<file path="config.mk">
export PLATFORM = sky130hd
export DESIGN_NAME = xbus_dma
export DESIGN_NICKNAME = d
export VERILOG_FILES = /design/src/rtl/xbus_dma_pkg.sv /design/src/rtl/xbus_dma_regs.sv /design/src/rtl/xbus_dma_arb.sv /design/src/rtl/xbus_dma_ctrl.sv /design/src/rtl/xbus_dma_dp.sv /design/src/rtl/xbus_dma.sv
export SDC_FILE = /design/constraint.sdc
export NUM_CORES = 1
export LEC_CHECK = 0
export BUFFER_PORTS_ARGS = -buffer_cell sky130_fd_sc_hd__buf_2
export CORE_AREA = 8 8 263 265
export CTS_CLUSTER_SIZE = 40
export DETAILED_ROUTE_END_ITERATION = 8
export DIE_AREA = 0 0 271 273
export REMOVE_ABC_BUFFERS = 1
export SLEW_MARGIN = 15
export SYNTH_ARGS = -nofsm -noshare
export SYNTH_HDL_FRONTEND = slang
export SYNTH_SLANG_ARGS = --single-unit
</file>
<file path="constraint.sdc">
create_clock -name clk -period 2.4 [get_ports clk]
set_input_delay 0 -clock clk [delete_from_list [all_inputs] [get_ports clk]]
set_output_delay 0 -clock clk [all_outputs]
set_load 0.01 [all_outputs]
</file>
<file path="src/rtl/xbus_dma_pkg.sv">
package xbus_dma_pkg;

  localparam int DATA_W     = 32;
  localparam int WORD_BYTES = DATA_W / 8;
  localparam int LEN_BITS   = 29;
  localparam int WCNT_W     = LEN_BITS - 2;

  localparam logic [2:0] REG_EXT  = 3'd0;
  localparam logic [2:0] REG_SYS  = 3'd1;
  localparam logic [2:0] REG_LEN  = 3'd2;
  localparam logic [2:0] REG_DIR  = 3'd3;
  localparam logic [2:0] REG_MODE = 3'd4;
  localparam logic [2:0] REG_CTLA = 3'd5;
  localparam logic [2:0] REG_CTLB = 3'd6;
  localparam logic [2:0] REG_STOP = 3'd7;

  localparam logic [DATA_W-1:0] ADDR_MASK = 32'h9FFF_FFE0;
  localparam logic [5:0]        STOP_MASK = 6'h37;

  typedef enum logic [1:0] {
    ST_IDLE  = 2'd0,
    ST_READ  = 2'd1,
    ST_WRITE = 2'd2,
    ST_DONE  = 2'd3
  } xferState_t;

  typedef struct packed {
    logic load;     // capture selected channel setup into working counters
    logic capture;  // latch read data
    logic advance;  // step addresses and count after a write beat
  } dpStrobe_t;

endpackage

</file>
<file path="src/rtl/xbus_dma_regs.sv">
module xbus_dma_regs
  import xbus_dma_pkg::*;
#(
  parameter int NUM_CH = 4,
  localparam int CH_W = (NUM_CH > 1) ? $clog2(NUM_CH) : 1,
  localparam int RA_W = CH_W + 3
) (
  input  logic                           clk,
  input  logic                           rstN,
  input  logic                           wrEn,
  input  logic [RA_W-1:0]                regAddr,
  input  logic [DATA_W-1:0]              wrData,
  output logic [DATA_W-1:0]              rdData,
  input  logic                           clrCtlB,
  input  logic [CH_W-1:0]                clrCh,
  input  logic                           grantEn,
  input  logic [CH_W-1:0]                grantCh,
  input  logic                           busy,
  input  logic [CH_W-1:0]                activeCh,
  output logic [NUM_CH-1:0]              pending,
  output logic [NUM_CH-1:0][DATA_W-1:0]  extQ,
  output logic [NUM_CH-1:0][DATA_W-1:0]  sysQ,
  output logic [NUM_CH-1:0][WCNT_W-1:0]  wordsQ,
  output logic [NUM_CH-1:0]              dirQ
);

  logic [CH_W-1:0] chSel;
  logic [2:0]      regSel;
  logic [NUM_CH-1:0][DATA_W-1:0] chRd;

  assign chSel  = regAddr[RA_W-1:3];
  assign regSel = regAddr[2:0];

  for (genvar c = 0; c < NUM_CH; c++) begin : g_ch
    logic [DATA_W-1:0] extR, sysR, lenR;
    logic              dirR, ctlAR, ctlBR, pendR;
    logic [2:0]        modeR;
    logic [5:0]        stopR;
    logic              hit, ctlHit, nxtA, nxtB, selfActive;

    assign hit        = wrEn && (chSel == CH_W'(c));
    assign ctlHit     = hit && ((regSel == REG_CTLA) || (regSel == REG_CTLB));
    assign nxtA       = (regSel == REG_CTLA) ? wrData[0] : ctlAR;
    assign nxtB       = (regSel == REG_CTLB) ? wrData[0] : ctlBR;
    assign selfActive = busy && (activeCh == CH_W'(c));

    always_ff @(posedge clk or negedge rstN) begin
      if (!rstN) begin
        extR  <= '0;
        sysR  <= '0;
        lenR  <= '0;
        dirR  <= 1'b0;
        modeR <= '0;
        stopR <= '0;
        ctlAR <= 1'b0;
        ctlBR <= 1'b0;
        pendR <= 1'b0;
      end else begin
        if (hit) begin
          case (regSel)
            REG_EXT:  extR  <= wrData & ADDR_MASK;
            REG_SYS:  sysR  <= wrData & ADDR_MASK;
            REG_LEN:  lenR  <= wrData & ADDR_MASK;
            REG_DIR:  dirR  <= wrData[0];
            REG_MODE: modeR <= wrData[2:0];
            REG_CTLA: ctlAR <= wrData[0];
            REG_CTLB: ctlBR <= wrData[0];
            default:  stopR <= wrData[5:0] & STOP_MASK;
          endcase
        end
        if (clrCtlB && (clrCh == CH_W'(c))) ctlBR <= 1'b0;
        if (grantEn && (grantCh == CH_W'(c))) pendR <= 1'b0;
        if (ctlHit && nxtA) begin
          if (!nxtB)            pendR <= 1'b0;
          else if (!selfActive) pendR <= 1'b1;
        end
      end
    end

    always_comb begin
      case (regSel)
        REG_EXT:  chRd[c] = extR;
        REG_SYS:  chRd[c] = sysR;
        REG_LEN:  chRd[c] = lenR;
        REG_DIR:  chRd[c] = {{(DATA_W-1){1'b0}}, dirR};
        REG_MODE: chRd[c] = {{(DATA_W-3){1'b0}}, modeR};
        REG_CTLA: chRd[c] = {{(DATA_W-1){1'b0}}, ctlAR};
        REG_CTLB: chRd[c] = {{(DATA_W-1){1'b0}}, ctlBR};
        default:  chRd[c] = {{(DATA_W-6){1'b0}}, stopR};
      endcase
    end

    assign pending[c] = pendR;
    assign extQ[c]    = extR;
    assign sysQ[c]    = sysR;
    assign wordsQ[c]  = lenR[LEN_BITS-1:2];
    assign dirQ[c]    = dirR;
  end

  assign rdData = chRd[chSel];

endmodule

</file>
<file path="src/rtl/xbus_dma_arb.sv">
module xbus_dma_arb #(
  parameter int NUM_CH = 4,
  localparam int CH_W = (NUM_CH > 1) ? $clog2(NUM_CH) : 1
) (
  input  logic [NUM_CH-1:0] req,
  output logic              reqAny,
  output logic [CH_W-1:0]   reqIdx
);

  // Fixed priority: lowest index wins, so scan from the top down.
  always_comb begin
    reqIdx = '0;
    for (int i = NUM_CH - 1; i >= 0; i--) begin
      if (req[i]) reqIdx = CH_W'(i);
    end
  end

  assign reqAny = |req;

endmodule

</file>
<file path="src/rtl/xbus_dma_ctrl.sv">
module xbus_dma_ctrl
  import xbus_dma_pkg::*;
#(
  parameter int NUM_CH = 4,
  localparam int CH_W = (NUM_CH > 1) ? $clog2(NUM_CH) : 1
) (
  input  logic              clk,
  input  logic              rstN,
  input  logic              reqAny,
  input  logic [CH_W-1:0]   reqIdx,
  input  logic              wordsZero,
  input  logic              lastWord,
  input  logic              memReady,
  output logic              grantEn,
  output logic [CH_W-1:0]   curCh,
  output logic              busy,
  output dpStrobe_t         strobe,
  output logic              memReq,
  output logic              memWe,
  output logic [NUM_CH-1:0] doneEvt,
  output logic              clrCtlB
);

  xferState_t state;

  always_ff @(posedge clk or negedge rstN) begin
    if (!rstN) begin
      state <= ST_IDLE;
      curCh <= '0;
    end else begin
      case (state)
        ST_IDLE: begin
          if (reqAny) begin
            curCh <= reqIdx;
            state <= wordsZero ? ST_DONE : ST_READ;
          end
        end
        ST_READ:  if (memReady) state <= ST_WRITE;
        ST_WRITE: if (memReady) state <= lastWord ? ST_DONE : ST_READ;
        default:  state <= ST_IDLE;
      endcase
    end
  end

  always_comb begin
    grantEn        = (state == ST_IDLE) && reqAny;
    strobe.load    = grantEn;
    strobe.capture = (state == ST_READ) && memReady;
    strobe.advance = (state == ST_WRITE) && memReady;
    memReq         = (state == ST_READ) || (state == ST_WRITE);
    memWe          = (state == ST_WRITE);
    clrCtlB        = (state == ST_DONE);
    busy           = (state != ST_IDLE);
    doneEvt        = (state == ST_DONE) ? (NUM_CH'(1) << curCh) : '0;
  end

endmodule

</file>
<file path="src/rtl/xbus_dma_dp.sv">
module xbus_dma_dp
  import xbus_dma_pkg::*;
(
  input  logic              clk,
  input  logic              rstN,
  input  dpStrobe_t         strobe,
  input  logic [DATA_W-1:0] selExt,
  input  logic [DATA_W-1:0] selSys,
  input  logic [WCNT_W-1:0] selWords,
  input  logic              selDir,
  input  logic              memWe,
  input  logic [DATA_W-1:0] memRData,
  output logic [DATA_W-1:0] memAddr,
  output logic [DATA_W-1:0] memWData,
  output logic              wordsZero,
  output logic              lastWord
);

  logic [DATA_W-1:0] srcA, dstA, bufQ;
  logic [WCNT_W-1:0] leftQ;

  always_ff @(posedge clk or negedge rstN) begin
    if (!rstN) begin
      srcA  <= '0;
      dstA  <= '0;
      bufQ  <= '0;
      leftQ <= '0;
    end else begin
      if (strobe.load) begin
        srcA  <= selDir ? selExt : selSys;
        dstA  <= selDir ? selSys : selExt;
        leftQ <= selWords;
      end
      if (strobe.capture) bufQ <= memRData;
      if (strobe.advance) begin
        srcA  <= srcA + DATA_W'(WORD_BYTES);
        dstA  <= dstA + DATA_W'(WORD_BYTES);
        leftQ <= leftQ - WCNT_W'(1);
      end
    end
  end

  assign memAddr   = memWe ? dstA : srcA;
  assign memWData  = bufQ;
  assign wordsZero = (selWords == '0);
  assign lastWord  = (leftQ == WCNT_W'(1));

endmodule

</file>
<file path="src/rtl/xbus_dma.sv">
module xbus_dma
  import xbus_dma_pkg::*;
#(
  parameter int NUM_CH = 4,
  localparam int CH_W = (NUM_CH > 1) ? $clog2(NUM_CH) : 1,
  localparam int RA_W = CH_W + 3
) (
  input  logic              clk,
  input  logic              rstN,
  input  logic              regWrEn,
  input  logic [RA_W-1:0]   regAddr,
  input  logic [31:0]       regWrData,
  output logic [31:0]       regRdData,
  output logic              memReq,
  output logic              memWe,
  output logic [31:0]       memAddr,
  output logic [31:0]       memWData,
  input  logic [31:0]       memRData,
  input  logic              memReady,
  output logic [NUM_CH-1:0] doneEvt
);

  logic [NUM_CH-1:0]             pending, dirQ;
  logic [NUM_CH-1:0][DATA_W-1:0] extQ, sysQ;
  logic [NUM_CH-1:0][WCNT_W-1:0] wordsQ;
  logic                          reqAny, grantEn, busy, clrCtlB;
  logic                          wordsZero, lastWord;
  logic [CH_W-1:0]               reqIdx, curCh;
  dpStrobe_t                     strobe;

  xbus_dma_regs #(.NUM_CH(NUM_CH)) regs_i (
    .clk(clk), .rstN(rstN), .wrEn(regWrEn), .regAddr(regAddr),
    .wrData(regWrData), .rdData(regRdData),
    .clrCtlB(clrCtlB), .clrCh(curCh),
    .grantEn(grantEn), .grantCh(reqIdx),
    .busy(busy), .activeCh(curCh),
    .pending(pending), .extQ(extQ), .sysQ(sysQ), .wordsQ(wordsQ), .dirQ(dirQ)
  );

  xbus_dma_arb #(.NUM_CH(NUM_CH)) arb_i (
    .req(pending), .reqAny(reqAny), .reqIdx(reqIdx)
  );

  xbus_dma_ctrl #(.NUM_CH(NUM_CH)) ctrl_i (
    .clk(clk), .rstN(rstN), .reqAny(reqAny), .reqIdx(reqIdx),
    .wordsZero(wordsZero), .lastWord(lastWord), .memReady(memReady),
    .grantEn(grantEn), .curCh(curCh), .busy(busy), .strobe(strobe),
    .memReq(memReq), .memWe(memWe), .doneEvt(doneEvt), .clrCtlB(clrCtlB)
  );

  xbus_dma_dp dp_i (
    .clk(clk), .rstN(rstN), .strobe(strobe),
    .selExt(extQ[reqIdx]), .selSys(sysQ[reqIdx]),
    .selWords(wordsQ[reqIdx]), .selDir(dirQ[reqIdx]),
    .memWe(memWe), .memRData(memRData),
    .memAddr(memAddr), .memWData(memWData),
    .wordsZero(wordsZero), .lastWord(lastWord)
  );

endmodule

</file>
==> reports/qor.txt, run 1 <==
hpwl dp - 57,800 microns
CTS H-tree lvls - 2
DR vias - 20,486
PortBufs - 166
CTS Sinks - 471
largest net degree at the start of global routing - 69
max-slew violations - 0
GPL Wtd Cong - 0.887
core area - 0.0650 sq mm
Worst Setup End Kind - flop
CP Data Arrival Time - 2.84 ns
Async S/R FF share, synth - 100%
worst min-delay path class - in2async
# rows - 94
met2 WL - 39,500 microns
Hold Slack - -0.0209 ns
Post-synth top cells - dfrtp_1, mux2_2, nor2_1
synthesized flop and latch total - 471
Antenna Nets Post-Route - 0
Storage cell area - 0.0118 sq mm
kind of critical path - reg2reg
Final Skew - 0.0198 ns
pwr dens - 1050 mW/mm^2
area leader, netlist - dfrtp_1
Synth Warn # - 0
final worst-path cycle share - 96.0%
Most used DFF post-synth - dfrtp_1
most common cell in the synthesized netlist - dfrtp_1
Die X - 271 microns
Pleak - 13.5 nW
Reg clk slew, reported paths - 0.06 ns
total power - 0.0323 W
slew margin rel. - 54.5%
CTS Buf Count - 55
vias in the first global route - 20,900
Seq/Total Area, Yosys - 46.0%
area of the multi-input gates - 0.0131 sq mm
n_diodes - 0
CP max FO - 5
Distinct cells, synth - 80
Setup WS pre-CTS - 0.0626 ns
Tmin final - 2.30 ns
I/O pin cnt - 175
setup ws final - 0.0967 ns
Layout fillers - 5,843
Pre-antenna DRT Iters - 5
Routed wire per std cell - 24.5 microns
Max Clock Freq - 434 MHz
failing checks - hold timing
clock tree buffer depth - 3
worst skew pair latency - 0.61 ns
max_cap viols - 0
outcome - finished, violations left
Post-Syn Area - 0.0256 sq mm
Critical Path RT - 2.94 ns
CP Launch Type - flop
via/cell ratio - 5.93
P&R area growth vs syn - 20.3%
fin nets - 2,634
Final Hold Violating Endpoints - 7
share of the synthesized area in the top cell type - 46.0%
Worst-Margin Slew - 0.683 ns
endpoints failing setup - 0
CTS tree - done
die area - 0.0740 sq mm
Post-Syn Instances - 2,292
Clk Tree Root Cell - clkbuf_16
gr ovfl total - 0
Total Routing Usage GR - 22.3%
synth top area cells - dfrtp_1, mux2_2, mux4_2
Chip Height - 273 microns
wl on met1 - 36,700 microns
share of layout cells above drive strength 1 - 35.6%
initial core utilization - 39.4%
drt drc - 0
initial antenna violation count - 4
Post-synth EDFFs - 0
Top Metal Used - met5
first-pass GRT wire length - 130,000 microns
maximum VDD drop - 0.743 mV
total wire length - 84,600 microns
Starting DRT DRC Count - 1,732
Mean Syn Cell Area - 11.2 sq um
routed wl met3 - 5240 microns
registers in the layout (all words and copies together) (netlist names), 12 cells and up:
signal / cells
regs_i.g_ch.modeR: 12
dp_i.dstA: 30
regs_i.g_ch.stopR: 20
regs_i.g_ch.lenR: 100
dp_i.srcA: 30
dp_i.memWData: 32
regs_i.g_ch.extR: 100
dp_i.leftQ: 27
regs_i.g_ch.sysR: 100
per-stage QoR:
step	instances	area, sq um	setup TNS, ns	util, %
floorplan	2105	24800	-344.43	-
global placement	3285	28300	0	43.5
detailed placement	3285	28300	0	43.5
CTS	3444	30700	0	47.2
global route	3454	30800	-0.000879	47.4
finish	3454	30800	0	47.4
worst max-delay path, stage by stage (launching register included):
cell and delay (ns):
dfrtp_1 0.40, or4_4 0.57, nor4_4 0.34, buf_4 0.19, nand3_4 0.09, or3b_1 0.38, xor2_1 0.15, o21ai_1 0.11
cell families (layout without fill, tap and decap cells):
kind of cell    count (synthesis)  in the layout  share of synthesized area (%)
compound gates                436            436                           10.8
xor+xnor                        5              5                          0.171
fa+ha+maj                       8              8                          0.391
buf+inv                       207            501                           3.39
flops                         471            471                           46.0
mux                           593            593                           29.0
other cells                     1              5                         0.0146
simple gates                  571            571                           10.2
power by group:
group          internal [W]  leakage (nW)  switching (W)
clock network       0.00481         0.850        0.00336
registers            0.0101          5.91        0.00196
logic               0.00575          6.77        0.00631
total                0.0206          13.5         0.0116
metal layers:
layer / track usage [%] / vias up
met4: 8.26 / 2
met2: 35.8 / 773
li1: - / 8995
met3: 3.87 / 184
met5: 0 / -
met1: 30.1 / 10532
layout by cell type (no fill, tap or decap), drive strengths merged, types with 25 or more instances in the layout:
master	n
mux2i	110
buf	325
nor2	203
a31oi	25
and3	28
clkbuf	80
mux2	404
mux4	79
dfrtp	471
o22ai	29
nor3	25
nand2	173
o21ai	63
a21oi	170
dlygate4sd3	65
nand3	58
final timing paths:
path / from / endpoint / slack, ns / cells past startpoint
worst max-delay path: dp_i.leftQ[5] / dp_i.leftQ[20] / 0.1 / 7
worst min-delay path: rstN / regs_i.g_ch[1].sysR[24] / -0.02 / 2
worst max register to register: dp_i.leftQ[5] / dp_i.leftQ[20] / 0.1 / 7
worst min register to register: dp_i.leftQ[13] / dp_i.leftQ[13] / 0.49 / 1
max in group asynchronous: rstN / regs_i.g_ch[2].sysR[24] / 1.50 / 3
min in group clk: regAddr[3] / regs_i.g_ch[3].pendR / 0.06 / 3
area by class of cell:
cell class | count | share of cell area (%)
Clock buffer | 79 | 5.09
Clock inverter | 15 | 0.495
Timing Repair Buffer | 391 | 10.1
Sequential cell | 471 | 38.2
Multi-Input combinational cell | 1618 | 42.4
Inverter | 16 | 0.195
Tap cell | 864 | 3.51
timing repair:
action,CTS,global route
setup endpoints to repair,28,42
setup buffers,0,9
cloned,0,1
pin swaps,0,3
hold endpoints to repair,801,0
resized for setup,1,11
hold buffers,65,0
Power figures use the tool's default switching activity.
==> inputs of run 2 (changes only) <==
--- a/config.mk
+++ b/config.mk
@@ -6,12 +6,13 @@
 export NUM_CORES = 1
 export LEC_CHECK = 0
 export BUFFER_PORTS_ARGS = -buffer_cell sky130_fd_sc_hd__buf_2
-export CORE_AREA = 8 8 263 265
+export CORE_AREA = 8 8 277 279
 export CTS_CLUSTER_SIZE = 40
 export DETAILED_ROUTE_END_ITERATION = 8
-export DIE_AREA = 0 0 271 273
+export DIE_AREA = 0 0 285 287
 export REMOVE_ABC_BUFFERS = 1
 export SLEW_MARGIN = 15
 export SYNTH_ARGS = -nofsm -noshare
 export SYNTH_HDL_FRONTEND = slang
+export SYNTH_HIERARCHICAL = 1
 export SYNTH_SLANG_ARGS = --single-unit
==> run 2 against run 1 <==
  * The flow finishes with violations (setup timing)
  * Power increased by 26%
  * Global-route usage decreased by 1.8 points
  * Clock power increased by 9.3%
  * Sequential power increased by 6%
  * Largest power group unchanged
==> reports/qor.txt, run 2 <==
Final Skew - 0.0212 ns (was 0.0198 ns)
hpwl dp - 56,800 microns (was 57,800 microns)
Async S/R FF share, synth - 100% (unchanged)
Post-synth top cells - dfrtp_1, mux2_2, buf_4 (was dfrtp_1, mux2_2, nor2_1)
total power - 0.0406 W (was 0.0323 W)
most frequent cells in the layout - dfrtp_1, mux2_2, mux2i_1, buf_2, nor2_1 (was dfrtp_1, mux2_2, nor2_1, nand2_1, a21oi_1)
Chip Height - 287 microns (was 273 microns)
kind of critical path - reg2reg (unchanged)
CTS Buf Count - 54 (was 55)
# rows - 99 (was 94)
delay-heaviest family, CP - multiplexers (was simple AND/OR/NAND/NOR gates)
failing checks - setup timing (was hold timing)
Die X - 285 microns (was 271 microns)
synthesized flop and latch total - 475 (was 471)
CP Launch Type - flop (unchanged)
Clk Tree Root Cell - clkbuf_16 (unchanged)
area of the multi-input gates - 0.0147 sq mm (was 0.0131 sq mm)
Cell Int Power - 0.0252 W (was 0.0206 W)
CP Data Arrival Time - 3.25 ns (was 2.84 ns)
Total Routing Usage GR - 20.5% (was 22.3%)
crit-path cells - nand2b_4 -> a21oi_4 -> buf_6 -> buf_12 -> buf_6 -> mux4_4 -> clkbuf_16 -> buf_16 -> mux2i_4 -> a21oi_2 -> nor2_1 -> a21oi_1 (was or4_4 -> nor4_4 -> buf_4 -> nand3_4 -> or3b_1 -> xor2_1 -> o21ai_1)
Layout fillers - 6,557 (was 5,843)
Worst Path Buf+Inv - 5 (was 1)
CP max FO - 6 (was 5)
setup TNS - -12.19 ns (was 0 ns)
switching power share of the total - 37.9% (was 36.1%)
vias in the first global route - 21,606 (was 20,900)
share of layout cells above drive strength 1 - 36.2% (was 35.6%)
Post-Syn Area - 0.0286 sq mm (was 0.0256 sq mm)
PortBufs - 168 (was 166)
most common cell in the synthesized netlist - dfrtp_1 (unchanged)
initial core utilization - 39.6% (was 39.4%)
I/O pin cnt - 175 (unchanged)
Reg clk slew, reported paths - 0.06 ns (about the same)
Storage cell area - 0.0119 sq mm (was 0.0118 sq mm)
P_sw - 0.0154 W (was 0.0116 W)
Hold Slack - 0.0740 ns (was -0.0209 ns)
CTS Sinks - 475 (was 471)
Critical Path RT - 2.95 ns (was 2.94 ns)
Final Hold Violating Endpoints - 0 (was 7)
worst skew pair latency - 0.62 ns (was 0.61 ns)
initial antenna violation count - 3 (was 4)
max_cap viols - 0 (unchanged)
adder-cell share of the synthesized area - 0.393% (was 0.390%)
gr ovfl total - 0 (unchanged)
via/cell ratio - 5.75 (was 5.93)
synthesized-area fraction occupied by and/or/nand/nor cells - 8.34% (was 10.2%)
GPL Wtd Cong - 0.841 (was 0.887)
Max Clock Freq - 369 MHz (was 434 MHz)
worst min-delay path class - in2reg (was in2async)
Worst Setup End Kind - flop (unchanged)
largest net degree at the start of global routing - 97 (was 69)
Reg2Reg Setup Slack - -0.31 ns (was 0.1 ns)
unrepaired setup endpoints after global routing - true
biggest regs - regs_i/g_ch.extR x100, regs_i/g_ch.lenR x100, regs_i/g_ch.sysR x100 (was regs_i.g_ch.extR x100, regs_i.g_ch.lenR x100, regs_i.g_ch.sysR x100)
largest family of logic cells by synthesized area - multiplexers (unchanged)
CTS tree - done (unchanged)
Sequential Power Share - 31.2% (was 37.3%)
CP peak stage delay - 0.70 ns (was 0.57 ns)
leading cell type in the layout, fill and taps excluded - dfrtp_1 (unchanged)
total wire length - 86,000 microns (was 84,600 microns)
Pre-antenna DRT Iters - 5 (unchanged)
Tmin final - 2.71 ns (was 2.30 ns)
worst hold start - regAddr[2]
clock tree buffer depth - 3 (unchanged)
max-slew violations - 0 (unchanged)
Post-synth EDFFs - 0 (unchanged)
mux cell area share after synthesis - 29.9% (was 29.0%)
maximum VDD drop - 0.665 mV (was 0.743 mV)
area leader, netlist - dfrtp_1 (unchanged)
CTS H-tree lvls - 2 (unchanged)
share of the synthesized area in the top cell type - 41.5% (was 46.0%)
Post-Syn Instances - 2,463 (was 2,292)
Starting DRT DRC Count - 1,485 (was 1,732)
setup ws final - -0.308 ns (was 0.0967 ns)
Synth Warn # - 6 (was 0)
outcome - finished, violations left (unchanged)
Distinct cells, synth - 77 (was 80)
pwr dens - 1230 mW/mm^2 (was 1050 mW/mm^2)
Slowest-stage cell, CP - mux4_4 (was or4_4)
Compound-Gate Fraction of Synth Area - 8.98% (was 10.8%)
Antenna Nets Post-Route - 0 (unchanged)
area share of xor/xnor cells in the synthesized design - 1.99% (was 0.171%)
DR vias - 20,758 (was 20,486)
clock share of power - 22.0% (was 25.3%)
core area - 0.0723 sq mm (was 0.0650 sq mm)
slew margin rel. - 50.2% (was 54.5%)
fin nets - 2,683 (was 2,634)
P&R area growth vs syn - 15.8% (was 20.3%)
Worst-Margin Slew - 0.747 ns (was 0.683 ns)
Worst Setup SP - regs_i/g_ch[2].pendR (was dp_i.leftQ[5])
endpoints failing setup - 51 (was 0)
drt drc - 0 (unchanged)
Seq/Total Area, Yosys - 41.5% (was 46.0%)
Most used DFF post-synth - dfrtp_1 (unchanged)
Routed wire per std cell - 23.8 microns (was 24.5 microns)
first-pass GRT wire length - 133,000 microns (was 130,000 microns)
synth top area cells - dfrtp_1, mux2_2, mux4_2 (unchanged)
Mean Syn Cell Area - 11.6 sq um (was 11.2 sq um)
die area - 0.0818 sq mm (was 0.0740 sq mm)
combinational share of power - 46.8% (was 37.4%)
Crit path top cell by count - buf_6
final worst-path cycle share - 113% (was 96.0%)
Reg2Reg Launch Point - regs_i/g_ch[2].pendR (was dp_i.leftQ[5])
Pleak - 14.6 nW (was 13.5 nW)
## run 2: worst register-to-register path, cell delays in order (launching register included)
cell	delay, ns
dfrtp_1	0.38
nand2b_4	0.15
a21oi_4	0.17
buf_6	0.14
buf_12	0.11
buf_6	0.09
mux4_4	0.70
clkbuf_16	0.24
buf_16	0.17
mux2i_4	0.19
a21oi_2	0.12
nor2_1	0.06
a21oi_1	0.12
## run 2: path summary, 6_finish.rpt
path                                           end  depth (start not counted)
setup / recovery                     dp_i/dstA[21]                         12
hold / removal                regs_i/g_ch[0].ctlBR                          4
setup reg to reg                     dp_i/dstA[21]                         12
hold reg to reg                       dp_i/srcA[1]                          2
max in group asynchronous  regs_i/g_ch[3].stopR[5]                          3
min in group asynchronous  regs_i/g_ch[2].extR[24]                          3
## run 2: metrics by stage
step                area (sq um)  instances  util, %  setup WS (ns)
finish                     33200       3608     45.8         -0.308
global route               33200       3607     45.8         -0.415
CTS                        32900       3597     45.5         -0.229
detailed placement         29900       3415     41.3         -0.438
global placement           29900       3415     41.3         -0.387
floorplan                  26500       2162        -          -7.44
## run 2: power by group through the flow
stage | Combinational [W] | Sequential (W) | Clock, W
6_report | 0.0190 | 0.0127 | 0.00894
5_1_grt | 0.0204 | 0.0130 | 0.00949
3_3_place_gp | 0.0164 | 0.0126 | 0
3_5_place_dp | 0.0168 | 0.0127 | 0
4_1_cts | 0.0182 | 0.0126 | 0.00913
2_1_floorplan | 0.00892 | 0.0121 | 0
## run 2: layout make-up
type                    instances  area share (%)
multi-input cells            1646            44.3
well taps                     959            3.62
diodes                          2          0.0151
clock inverters                26            1.02
clock buffers                  76            4.84
repair buffers                383            9.85
inverters                      41           0.472
flip-flops and latches        475            35.8
## run 2: logic make-up (layout without fill, tap and decap cells)
family | Yosys count | count (layout)
buffers and inverters | 412 | 526
other | 1 | 73
adder cells (fa/ha/maj) | 9 | 9
multiplexers | 688 | 688
flip-flops | 475 | 475
XOR/XNOR | 65 | 65
AND/OR/NAND/NOR | 440 | 440
AO/OA/AOI/OAI | 373 | 373
## run 2: metal layers
layer	part of all wire, %	GRT usage [%]	vias to the layer above	routed length (microns)
li1	-	-	9130	-
met1	42	27.0	10759	36500
met2	49	34.4	701	41700
met3	5.8	2.96	168	5020
met4	3.2	7.03	0	2740
met5	0	0	-	0
## run 2: repair_timing
item / 4_1_cts / 5_1_grt
pin swaps: 11 / 31
hold buffers: 65 / 0
setup endpoints to repair: 82 / 63
gates cloned: 6 / 4
setup buffers: 9 / 8
resized for setup: 46 / 40
hold endpoints to repair: 855 / 0
==> inputs of run 3 (changes only) <==
--- a/config.mk
+++ b/config.mk
@@ -5,11 +5,12 @@
 export SDC_FILE = /design/constraint.sdc
 export NUM_CORES = 1
 export LEC_CHECK = 0
+export ABC_AREA = 1
 export BUFFER_PORTS_ARGS = -buffer_cell sky130_fd_sc_hd__buf_2
-export CORE_AREA = 8 8 277 279
+export CORE_AREA = 8 8 288 290
 export CTS_CLUSTER_SIZE = 40
 export DETAILED_ROUTE_END_ITERATION = 8
-export DIE_AREA = 0 0 285 287
+export DIE_AREA = 0 0 296 298
 export REMOVE_ABC_BUFFERS = 1
 export SLEW_MARGIN = 15
 export SYNTH_ARGS = -nofsm -noshare
==> run 3 against run 2 <==
  * The run now ends clean
  * Die area up 7.8%
  * Clock power is 3.2% lower
  * Sequential power is essentially flat
  * Largest power group unchanged
  * First-iteration DRC count is 110% higher
  * Synthesized cell count rose by 91%
  * Power grew 19%
  * Register-to-register slack improved by 0.31 ns
  * Via count up 45%
  * Highest routed layer unchanged
==> reports/qor.txt, run 3 <==
Pre-antenna DRT Iters - 5 (unchanged)
PortBufs - 168 (unchanged)
final instance area - 0.0355 sq mm (was 0.0332 sq mm)
area leader, netlist - dfrtp_1 (unchanged)
Chip Height - 298 microns (was 287 microns)
Mean Syn Cell Area - 6.58 sq um (was 11.6 sq um)
total power - 0.0483 W (was 0.0406 W)
final worst-path cycle share - 99.8% (was 113%)
core area - 0.0784 sq mm (was 0.0723 sq mm)
Total Routing Usage GR - 24.3% (was 20.5%)
worst skew pair latency - 0.63 ns (was 0.62 ns)
largest net degree at the start of global routing - 85 (was 97)
biggest regs - regs_i/g_ch.extR x100, regs_i/g_ch.lenR x100, regs_i/g_ch.sysR x100 (unchanged)
Post-synth EDFFs - 0 (unchanged)
Antenna Nets Post-Route - 0 (unchanged)
endpoints failing setup - 0 (was 51)
slew margin rel. - 49.8% (was 50.2%)
CP Launch Type - flop (unchanged)
max_cap viols - 0 (unchanged)
Synth Warn # - 6 (unchanged)
Hold Slack - 0.0411 ns (was 0.0740 ns)
Critical Path RT - 2.95 ns (about the same)
leading cell type in the layout, fill and taps excluded - nand2_1 (was dfrtp_1)
Pleak - 17.7 nW (was 14.6 nW)
total wire length - 110,000 microns (was 86,000 microns)
Final Hold Violating Endpoints - 0 (unchanged)
gr ovfl total - 0 (unchanged)
n_diodes - 0 (was 2)
DR vias - 30,191 (was 20,758)
CP max FO - 8 (was 6)
Distinct cells, synth - 45 (was 77)
synth top area cells - dfrtp_1, nand2_1, inv_1 (was dfrtp_1, mux2_2, mux4_2)
most frequent cells in the layout - nand2_1, inv_1, dfrtp_1, nand3_1, o21ai_0 (was dfrtp_1, mux2_2, mux2i_1, buf_2, nor2_1)
Seq/Total Area, Yosys - 38.3% (was 41.5%)
clock tree buffer depth - 3 (unchanged)
die area - 0.0882 sq mm (was 0.0818 sq mm)
initial core utilization - 39.6% (about the same)
drt drc - 0 (unchanged)
Routed wire per std cell - 18.8 microns (was 23.8 microns)
Tmin final - 2.40 ns (was 2.71 ns)
max-slew violations - 0 (unchanged)
pwr dens - 1360 mW/mm^2 (was 1230 mW/mm^2)
Die X - 296 microns (was 285 microns)
via/cell ratio - 5.14 (was 5.75)
CTS Sinks - 475 (unchanged)
initial antenna violation count - 0 (was 3)
Worst Setup End Kind - flop (unchanged)
hpwl dp - 74,500 microns (was 56,800 microns)
CTS Buf Count - 55 (was 54)
P&R area growth vs syn - 14.4% (was 15.8%)
Max Clock Freq - 417 MHz (was 369 MHz)
Post-synth top cells - nand2_1, inv_1, dfrtp_1 (was dfrtp_1, mux2_2, buf_4)
I/O pin cnt - 175 (unchanged)
Worst-Margin Slew - 0.753 ns (was 0.747 ns)
CTS H-tree lvls - 2 (unchanged)
Async S/R FF share, synth - 100% (unchanged)
Post-Syn Area - 0.0310 sq mm (was 0.0286 sq mm)
unrepaired setup endpoints after global routing - true (unchanged)
Core Util, Final - 45.3% (was 45.8%)
kind of critical path - reg2reg (unchanged)
worst min-delay path class - in2async (was in2reg)
Final Skew - 0.0261 ns (was 0.0212 ns)
CTS tree - done (unchanged)
vias in the first global route - 28,776 (was 21,606)
Clk Tree Root Cell - clkbuf_16 (unchanged)
Reg2Reg Setup Slack - 0.004 ns (was -0.31 ns)
fin nets - 4,870 (was 2,683)
CP Data Arrival Time - 2.94 ns (was 3.25 ns)
synthesized flop and latch total - 475 (unchanged)
first-pass GRT wire length - 170,000 microns (was 133,000 microns)
Most used DFF post-synth - dfrtp_1 (unchanged)
# rows - 103 (was 99)
share of the synthesized area in the top cell type - 38.3% (was 41.5%)
most common cell in the synthesized netlist - nand2_1 (was dfrtp_1)
Post-Syn Instances - 4,710 (was 2,463)
DP Area - 0.0325 sq mm (was 0.0299 sq mm)
Starting DRT DRC Count - 3,144 (was 1,485)
outcome - finished, final reports clean (was finished, violations left)
Reg clk slew, reported paths - 0.06 ns (about the same)
GPL Wtd Cong - 0.935 (was 0.841)
maximum VDD drop - 0.799 mV (was 0.665 mV)
share of layout cells above drive strength 1 - 11.2% (was 36.2%)
setup TNS - 0 ns (was -12.19 ns)
==> run 3: cell types whose count changed after synthesis, sizes merged, moves of 180 or more <==
cell | before | now
inv | 41 | 626
mux2 | 415 | 33
nand2 | 107 | 1657
mux2i | 180 | 0
nand3 | 45 | 447
o21ai | 79 | 449
==> run 3: final timing paths <==
path	start	endpoint	cells past startpoint
worst min-delay path	rstN	regs_i/g_ch[0].sysR[25]	3
worst max register to register	regs_i/g_ch[2].pendR	ctrl_i/state[1]	16
max in group asynchronous	rstN	regs_i/g_ch[2].modeR[0]	3
min in group clk	regAddr[2]	regs_i/g_ch[1].ctlAR	4
worst max-delay path	regs_i/g_ch[2].pendR	ctrl_i/state[1]	16
worst min register to register	regs_i/g_ch[3].stopR[0]	regs_i/g_ch[3].stopR[0]	2
==> run 3: what timing repair did <==
| item | in CTS | in global routing |
|---|---|---|
| pin swaps | 1 | 3 |
| setup buffers | 8 | 2 |
| gates resized for setup | 13 | 32 |
| hold buffers | 75 | 0 |
| cloned | 1 | 4 |
| hold endpoints to repair | 852 | 0 |
| setup endpoints to repair | 10 | 36 |
==> run 3: critical path: stages, from the launching register on <==
cell	delay, ns
dfrtp_1	0.39
inv_2	0.07
nand2_1	0.08
a21oi_4	0.20
buf_12	0.18
buf_12	0.13
buf_12	0.10
nand2_1	0.05
nand3_1	0.09
nand2_2	0.09
nor4_2	0.28
nand3_1	0.17
nor3_2	0.18
nand2_1	0.07
nand3_1	0.06
nand2_1	0.05
o21ai_1	0.11
==> run 3: final cells by class <==
| class | count | area [sq um] |
|---|---|---|
| clock buffers | 80 | 1570 |
| clock inverters | 17 | 249 |
| fillers | 8214 | 42900 |
| inverters | 627 | 2360 |
| multi-input cells | 3221 | 14600 |
| flip-flops and latches | 475 | 11900 |
| well taps | 1050 | 1310 |
| repair buffers | 408 | 3530 |
==> run 3: kinds of logic after synthesis <==
group                    Yosys count  synth area share [%]
other                              1                0.0121
buffers and inverters           1084                  16.1
XOR/XNOR                          22                 0.622
AND/OR/NAND/NOR                 2479                  33.2
flip-flops                       475                  38.3
multiplexers                      33                  1.20
AO/OA/AOI/OAI                    607                  10.1
adder cells (fa/ha/maj)            9                 0.363
==> run 3: metrics by stage <==
step / instances / worst slack, ns
3_3_place_gp: 5691 / -0.0908
2_1_floorplan: 4323 / -6.68
4_1_cts: 5872 / 0.00160
6_report: 5878 / 0.00368
3_5_place_dp: 5691 / -0.0981
5_1_grt: 5878 / -0.200
==> run 3: power breakdown <==
group	switching [W]	total [W]	internal (W)
logic	0.0173	0.0270	0.00975
clock network	0.00358	0.00865	0.00507
registers	0.00230	0.0126	0.0103
==> run 3: metal layers <==
layer,wire length [microns],up-vias,global-route usage (%),part of all wire (%)
met5,0,-,0,0
met4,3580,0,7.58,3.2
met3,8890,207,3.83,8.1
met2,50900,1156,39.3,46
met1,46900,14175,33.2,43
li1,-,14653,-,-
